===== src/rtl/dram_seq_pkg.sv =====
package dram_seq_pkg;

   typedef enum logic [2:0] {
      ST_IDLE,
      ST_ROW,
      ST_COL,
      ST_REF,
      ST_PRE
   } seq_state_t;

   // Cycles between refresh requests so that all rows fit inside the window.
   function automatic int refresh_gap(input int clk_khz, input int win_us, input int rows);
      longint num;
      longint den;
      num = longint'(clk_khz) * longint'(win_us);
      den = longint'(1000) * longint'(rows);
      return int'(num / den);
   endfunction

endpackage


===== src/rtl/dram_refresh_timer.sv =====
module dram_refresh_timer #(
   parameter int GAP   = 1562,
   parameter int ROW_W = 8
) (
   input  logic             clk,
   input  logic             rst_n,
   input  logic             ref_grant,
   input  logic             ref_done,
   output logic             ref_pending,
   output logic [ROW_W-1:0] ref_row
);

   localparam int CNT_W = (GAP > 1) ? $clog2(GAP) : 1;
   localparam logic [CNT_W-1:0] RELOAD = CNT_W'(GAP - 1);

   logic [CNT_W-1:0] tick_cnt;
   logic             tick_fire;

   assign tick_fire = (tick_cnt == '0);

   always_ff @(posedge clk) begin
      if (!rst_n) begin
         tick_cnt <= RELOAD;
      end else if (tick_fire) begin
         tick_cnt <= RELOAD;
      end else begin
         tick_cnt <= tick_cnt - 1'b1;
      end
   end

   // A new due refresh wins over the clear from a grant on the same edge.
   always_ff @(posedge clk) begin
      if (!rst_n) begin
         ref_pending <= 1'b0;
      end else if (tick_fire) begin
         ref_pending <= 1'b1;
      end else if (ref_grant) begin
         ref_pending <= 1'b0;
      end
   end

   always_ff @(posedge clk) begin
      if (!rst_n) begin
         ref_row <= '0;
      end else if (ref_done) begin
         ref_row <= ref_row + 1'b1;
      end
   end

endmodule


===== src/rtl/dram_seq_fsm.sv =====
module dram_seq_fsm
   import dram_seq_pkg::*;
#(
   parameter int CAS_CYCLES = 2,
   parameter int REF_CYCLES = 2
) (
   input  logic       clk,
   input  logic       rst_n,
   input  logic       req_valid,
   input  logic       ref_pending,
   output seq_state_t state,
   output logic       req_ready,
   output logic       acc_start,
   output logic       ref_grant,
   output logic       ref_done,
   output logic       cap_now
);

   localparam int MAXC = (CAS_CYCLES > REF_CYCLES) ? CAS_CYCLES : REF_CYCLES;
   localparam int CW   = $clog2(MAXC + 1);
   localparam logic [CW-1:0] CAS_LOAD = CW'(CAS_CYCLES - 1);
   localparam logic [CW-1:0] REF_LOAD = CW'(REF_CYCLES - 1);

   seq_state_t state_nx;
   logic [CW-1:0] hold_cnt;
   logic [CW-1:0] hold_nx;
   logic          hold_zero;

   assign hold_zero = (hold_cnt == '0);
   assign req_ready = (state == ST_IDLE) && !ref_pending;
   assign acc_start = req_ready && req_valid;
   assign ref_grant = (state == ST_IDLE) && ref_pending;
   assign ref_done  = (state == ST_REF) && hold_zero;
   assign cap_now   = (state == ST_COL) && hold_zero;

   always_comb begin
      state_nx = state;
      hold_nx  = hold_cnt;
      unique case (state)
         ST_IDLE: begin
            if (ref_pending) begin
               state_nx = ST_REF;
               hold_nx  = REF_LOAD;
            end else if (req_valid) begin
               state_nx = ST_ROW;
            end
         end
         ST_ROW: begin
            state_nx = ST_COL;
            hold_nx  = CAS_LOAD;
         end
         ST_COL, ST_REF: begin
            if (hold_zero) begin
               state_nx = ST_PRE;
            end else begin
               hold_nx = hold_cnt - 1'b1;
            end
         end
         ST_PRE: state_nx = ST_IDLE;
         default: state_nx = ST_IDLE;
      endcase
   end

   always_ff @(posedge clk) begin
      if (!rst_n) begin
         state    <= ST_IDLE;
         hold_cnt <= '0;
      end else begin
         state    <= state_nx;
         hold_cnt <= hold_nx;
      end
   end

endmodule


===== src/rtl/dram_addr_path.sv =====
module dram_addr_path
   import dram_seq_pkg::*;
#(
   parameter int ADDR_W  = 16,
   parameter int DATA_W  = 8,
   parameter bit ROW_LOW = 1'b1
) (
   input  logic                clk,
   input  logic                rst_n,
   input  seq_state_t          state,
   input  logic                acc_start,
   input  logic                cap_now,
   input  logic [ADDR_W-1:0]   req_addr,
   input  logic                req_write,
   input  logic [DATA_W-1:0]   req_wdata,
   input  logic [ADDR_W/2-1:0] ref_row,
   input  logic [DATA_W-1:0]   dram_q,
   output logic [ADDR_W/2-1:0] dram_addr,
   output logic                dram_ras_n,
   output logic                dram_cas_n,
   output logic                dram_we_n,
   output logic [DATA_W-1:0]   dram_d,
   output logic                rd_valid,
   output logic [DATA_W-1:0]   rd_data
);

   localparam int HALF_W = ADDR_W / 2;

   logic [ADDR_W-1:0] addr_q;
   logic              wr_q;
   logic [DATA_W-1:0] wd_q;
   logic [HALF_W-1:0] row_part;
   logic [HALF_W-1:0] col_part;

   always_ff @(posedge clk) begin
      if (!rst_n) begin
         addr_q <= '0;
         wr_q   <= 1'b0;
         wd_q   <= '0;
      end else if (acc_start) begin
         addr_q <= req_addr;
         wr_q   <= req_write;
         wd_q   <= req_wdata;
      end
   end

   generate
      if (ROW_LOW) begin : g_row_low
         assign row_part = addr_q[HALF_W-1:0];
         assign col_part = addr_q[ADDR_W-1:HALF_W];
      end else begin : g_row_high
         assign row_part = addr_q[ADDR_W-1:HALF_W];
         assign col_part = addr_q[HALF_W-1:0];
      end
   endgenerate

   always_comb begin
      dram_addr  = row_part;
      dram_ras_n = 1'b1;
      dram_cas_n = 1'b1;
      dram_we_n  = 1'b1;
      unique case (state)
         ST_ROW: begin
            dram_ras_n = 1'b0;
            dram_we_n  = !wr_q;
         end
         ST_COL: begin
            dram_addr  = col_part;
            dram_ras_n = 1'b0;
            dram_cas_n = 1'b0;
            dram_we_n  = !wr_q;
         end
         ST_REF: begin
            dram_addr  = ref_row;
            dram_ras_n = 1'b0;
         end
         default: ;
      endcase
   end

   assign dram_d = wd_q;

   always_ff @(posedge clk) begin
      if (!rst_n) begin
         rd_valid <= 1'b0;
         rd_data  <= '0;
      end else begin
         rd_valid <= cap_now && !wr_q;
         if (cap_now && !wr_q) begin
            rd_data <= dram_q;
         end
      end
   end

endmodule


===== src/rtl/dram_row_col_sequencer.sv =====
module dram_row_col_sequencer
   import dram_seq_pkg::*;
#(
   parameter int ADDR_W     = 16,
   parameter int DATA_W     = 8,
   parameter int CLK_KHZ    = 200000,
   parameter int WINDOW_US  = 2000,
   parameter int CAS_CYCLES = 2,
   parameter int REF_CYCLES = 2,
   parameter bit ROW_LOW    = 1'b1
) (
   input  logic                clk,
   input  logic                rst_n,
   input  logic                req_valid,
   input  logic                req_write,
   input  logic [ADDR_W-1:0]   req_addr,
   input  logic [DATA_W-1:0]   req_wdata,
   output logic                req_ready,
   output logic                rd_valid,
   output logic [DATA_W-1:0]   rd_data,
   output logic [ADDR_W/2-1:0] dram_addr,
   output logic                dram_ras_n,
   output logic                dram_cas_n,
   output logic                dram_we_n,
   output logic [DATA_W-1:0]   dram_d,
   input  logic [DATA_W-1:0]   dram_q
);

   localparam int HALF_W = ADDR_W / 2;
   localparam int ROWS   = 1 << HALF_W;
   localparam int GAP    = refresh_gap(CLK_KHZ, WINDOW_US, ROWS);

   generate
      if ((ADDR_W % 2) != 0 || ADDR_W < 4) begin : g_bad_addr_w
         $error("ADDR_W must be even and at least 4");
      end
      if (DATA_W < 1) begin : g_bad_data_w
         $error("DATA_W must be positive");
      end
      if (CAS_CYCLES < 1 || REF_CYCLES < 1) begin : g_bad_hold
         $error("CAS_CYCLES and REF_CYCLES must be at least 1");
      end
      if (GAP <= CAS_CYCLES + REF_CYCLES + 4) begin : g_bad_gap
         $error("refresh interval too short for one access plus one refresh");
      end
   endgenerate

   seq_state_t         state;
   logic               acc_start;
   logic               ref_grant;
   logic               ref_done;
   logic               cap_now;
   logic               ref_pending;
   logic [HALF_W-1:0]  ref_row;

   dram_refresh_timer #(
      .GAP   (GAP),
      .ROW_W (HALF_W)
   ) u_timer (
      .clk         (clk),
      .rst_n       (rst_n),
      .ref_grant   (ref_grant),
      .ref_done    (ref_done),
      .ref_pending (ref_pending),
      .ref_row     (ref_row)
   );

   dram_seq_fsm #(
      .CAS_CYCLES (CAS_CYCLES),
      .REF_CYCLES (REF_CYCLES)
   ) u_fsm (
      .clk         (clk),
      .rst_n       (rst_n),
      .req_valid   (req_valid),
      .ref_pending (ref_pending),
      .state       (state),
      .req_ready   (req_ready),
      .acc_start   (acc_start),
      .ref_grant   (ref_grant),
      .ref_done    (ref_done),
      .cap_now     (cap_now)
   );

   dram_addr_path #(
      .ADDR_W  (ADDR_W),
      .DATA_W  (DATA_W),
      .ROW_LOW (ROW_LOW)
   ) u_path (
      .clk        (clk),
      .rst_n      (rst_n),
      .state      (state),
      .acc_start  (acc_start),
      .cap_now    (cap_now),
      .req_addr   (req_addr),
      .req_write  (req_write),
      .req_wdata  (req_wdata),
      .ref_row    (ref_row),
      .dram_q     (dram_q),
      .dram_addr  (dram_addr),
      .dram_ras_n (dram_ras_n),
      .dram_cas_n (dram_cas_n),
      .dram_we_n  (dram_we_n),
      .dram_d     (dram_d),
      .rd_valid   (rd_valid),
      .rd_data    (rd_data)
   );

endmodule


===== config.mk =====
export PLATFORM = sky130hd
export DESIGN_NAME = dram_row_col_sequencer
export DESIGN_NICKNAME = d
export VERILOG_FILES = /design/src/rtl/dram_seq_pkg.sv /design/src/rtl/dram_refresh_timer.sv /design/src/rtl/dram_seq_fsm.sv /design/src/rtl/dram_addr_path.sv /design/src/rtl/dram_row_col_sequencer.sv
export SDC_FILE = /design/constraint.sdc
export NUM_CORES = 1
export LEC_CHECK = 0
export ABC_AREA = 0
export BUFFER_PORTS_ARGS = -buffer_cell sky130_fd_sc_hd__buf_2
export CORE_MARGIN = 4
export CORE_UTILIZATION = 48
export CTS_CLUSTER_DIAMETER = 200
export CTS_CLUSTER_SIZE = 10
export DETAILED_ROUTE_END_ITERATION = 6
export GPL_ROUTABILITY_DRIVEN = 0
export GPL_TIMING_DRIVEN = 0
export PLACE_DENSITY = 0.77
export SLEW_MARGIN = 20
export SYNTH_ARGS = -nofsm -noshare
export SYNTH_HDL_FRONTEND = slang
export SYNTH_SLANG_ARGS = --single-unit
export TNS_END_PERCENT = 100

===== constraint.sdc =====
create_clock -name clk -period 1.55 [get_ports clk]
set_input_delay 0.0775 -clock clk [delete_from_list [all_inputs] [get_ports clk]]
set_output_delay 0.0775 -clock clk [all_outputs]
set_load 0.05 [all_outputs]

==> metrics.yaml <==
outcome: "finished with violations"
violations: "setup timing"
die_area_sq_mm: 0.00676
core_area_sq_mm: 0.00520
preCtsSetupSlack_ns: -0.380
cts.path.max_buffers: 2
final.min_clock_period_ns: 1.68
finalWorstSetupSlack_ns: -0.133
combPwrFrac: 0.293
area_growth_pct: 59.3
max_slew_margin: 0.619
slew_viol_final: 0
syn_area_sq_mm: 0.00264
worst_pin_slew_ns: 0.571
clkSlewWorstSetupHoldPaths_ns: 0.06
slowest_stage: "or4b_4"
hold_end: "u_path.addr_q[9]"
row_count: 26
skew_ns: 0.00202
grt_pass1_wl_mm: 12.1
share_seq_of_total_power: 0.406
antenna_found_initial: 0
drive_gt1_frac: 0.386
wl_per_cell_um: 15.6
power.density_mw_per_mm2: 992
grt_usage: 0.235
hold_class: "input port to flip-flop"
synth-seq-area-share: 0.447
rsz0062_at_grt: "yes"
n_antenna_cell: 0
fin_cells: 505
htreeDepth: 3
wl_mm: 7.89
synth_edf_count: 0
worstHoldStart: "req_addr[9]"
finalSetupTns_ns: -0.919
crit_required_ns: 1.81
synth_async_sr_flop_share: 0
port_buffers: 64
rr_endpoint: "u_timer.ref_pending"
period_share: 1.09
ant_nets: 0
nNetsFinal: 469
hold_slack_ns: 0.0180
path_max_fanout: 4
postLayoutCellArea_sq_mm: 0.00421
finalHoldViolCount: 0
yosysTopAreaCellShare: 0.447
holdPathStages: 3
vias: 2680
synthCells: 305
cts_sinks: 59
io_pins: 65
dieHeight_um: 82.2
use_met2: 0.367
yosys.area.top_type: "dfxtp_1"
internal-power_uw: 2840
gr-usage-met3: 0.0694
ir_worst_vdd_mv: 0.704
crit_path_end_kind: "flip-flop"
place_hpwl_mm: 4.39
cp-start-kind: "flip-flop"
grt_busiest_layer: "met2"
place_area_sq_mm: 0.00318
cp_cell_sequence: "inv_2, ha_4, or4b_4, or4_4, a21oi_2"
drcViolationCount: 0
post-place-cells: 439
grt_pass1_vias: 2601
reg2regPathDepth: 5
maxCapViolations: 0
synth_seq_cells: 59
syn_area_per_cell_sq_um: 8.66
r2r-start: "u_timer.tick_cnt[0]"
syn_nets: 344
switching_share: 0.319
critical-path-max-stage-delay_ns: 0.50
numCtsBuffers: 9
grt-ovfl-total: 0
clk_latency_ns: 0.33
use_met1: 0.298
drtIter0Drc: 160
die_w_um: 82.2
critPathKind: "flip-flop to flip-flop"
start_util: 0.508
r2r_slack_ns: -0.13
viasPerCell: 5.31
finalSetupViolCount: 12
clock.fmax_mhz: 594
first_pass_iters: 4
root_buffer: "clkbuf_8"
leakagePower_uw: 0.00173
p_switching_uw: 1330
synth_area_leaders: "dfxtp_1 45%, mux2i_1 13%, nand2_1 9.4%, o21ai_0 4.2%, a21oi_1 4.0%"
grt_max_degree: 11
critPathArrivalTime_ns: 1.94
yosys_warnings: 0
power_frac_clock: 0.300
cts_tree: "done"
ys.flop_type: "dfxtp_1"
synth.distinct_cells: 38
[state kept, by name, indices dropped and copies added (netlist names)]
register             cells
u_path.addr_q           16
u_timer.tick_cnt        11
u_path.dram_d            8
u_path.rd_data           8
u_timer.ref_row          8
u_fsm.state              3
u_fsm.hold_cnt           2
u_path.rd_valid          1
u_path.wr_q              1
u_timer.ref_pending      1
[per-layer routing]
| metal | vias up | part of all wire | wire length [um] |
|---|---|---|---|
| met4 | 0 | 0.022 | 173 |
| met2 | 87 | 0.49 | 3860 |
| met5 | - | 0 | 0 |
| met3 | 18 | 0.049 | 384 |
| li1 | 1317 | - | - |
| met1 | 1258 | 0.44 | 3470 |
[synth_stat cells, types with 2 or more instances]
library cell	instances
o31ai_1	8
ha_1	3
nand2b_1	4
mux2i_1	35
buf_2	4
a21oi_1	21
buf_1	4
clkbuf_1	10
dfxtp_1	59
nor3_1	3
nand3_1	12
nor2_1	7
nand2_1	66
or4_1	8
buf_4	2
nand3b_1	2
inv_1	8
or3_1	6
o21ai_0	22
xor2_1	3
[worst max-delay path: cells and delay by family, from the launching register on]
family	cells	cell delay [ns]
buf+inv	1	0.07
fa+ha+maj	1	0.14
compound gates	1	0.14
flops	1	0.32
simple gates	2	0.94
[worst max path at each step]
stage,start,to,slack [ns],cells after the start
2_1_floorplan,u_timer.ref_pending,u_path.addr_q[10],-0.24,5
3_3_place_gp,u_fsm.state[2],dram_addr[5],-0.33,6
3_5_place_dp,u_fsm.state[2],dram_addr[5],-0.38,6
4_1_cts,u_timer.tick_cnt[7],u_timer.ref_pending,-0.12,4
5_1_grt,u_timer.tick_cnt[0],u_timer.ref_pending,-0.16,5
6_report,u_timer.tick_cnt[0],u_timer.ref_pending,-0.13,5
[cell usage in the layout (no fill, tap or decap), types with 2 or more instances in the layout]
cell,instances
a21oi_1,15
a21oi_2,6
buf_1,2
buf_12,6
buf_2,54
buf_4,21
buf_6,8
buf_8,4
clkbuf_1,8
clkbuf_16,4
clkbuf_8,12
clkinv_2,2
dfxtp_1,48
dfxtp_2,10
dlygate4sd3_1,28
ha_4,2
inv_1,4
inv_2,5
mux2i_1,29
mux2i_2,3
mux2i_4,3
nand2_1,63
nand2_2,3
nand2b_1,3
nand3_1,12
nand3b_1,2
nor2_1,6
nor3_1,3
nor4_4,2
o21ai_0,13
o21ai_2,2
o21ai_4,6
o31ai_1,8
or3_1,4
or3_4,2
or4_1,5
or4_4,3
xor2_1,3
[layout make-up]
class | count | area, sq um
repair buffers | 119 | 968
multi-input cells | 216 | 1590
plain buffers | 15 | 158
flip-flops and latches | 59 | 1200
fillers | 322 | 996
clock inverters | 2 | 10.0
inverters | 10 | 37.5
well taps | 70 | 87.6
clock buffers | 14 | 163
[cells by family after synthesis]
| family | Yosys count | synth area share |
|---|---|---|
| flops | 59 | 0.447 |
| buf+inv | 30 | 0.0473 |
| simple gates | 118 | 0.216 |
| xor+xnor | 4 | 0.0133 |
| mux | 35 | 0.133 |
| compound gates | 56 | 0.129 |
| fa+ha+maj | 3 | 0.0142 |
[repair_timing]
| action | 4_1_cts | 5_1_grt |
|---|---|---|
| endpoints found under the setup margin | 41 | 59 |
| hold buffers | 28 | 0 |
| pin swaps | 10 | 12 |
| endpoints found under the hold margin | 28 | 0 |
| gates cloned | 0 | 4 |
| buffers inserted | 14 | 9 |
| gates resized for setup | 66 | 35 |
[power groups by stage]
stage / sequential [uW] / clock (uW) / combinational (uW)
after global placement: 1700 / 0 / 850
final: 1700 / 1250 / 1220
after global routing: 1700 / 1340 / 1310
after detailed placement: 1700 / 0 / 860
after CTS: 1680 / 1270 / 1060
after floorplan: 1800 / 0 / 563
[through the flow]
stage | utilization | power [uW]
after floorplan | - | 2360
after global placement | 0.611 | 2550
after detailed placement | 0.611 | 2560
after CTS | 0.762 | 4010
after global routing | 0.809 | 4360
final | 0.809 | 4170
No activity file was read; power rests on OpenSTA's default activity.
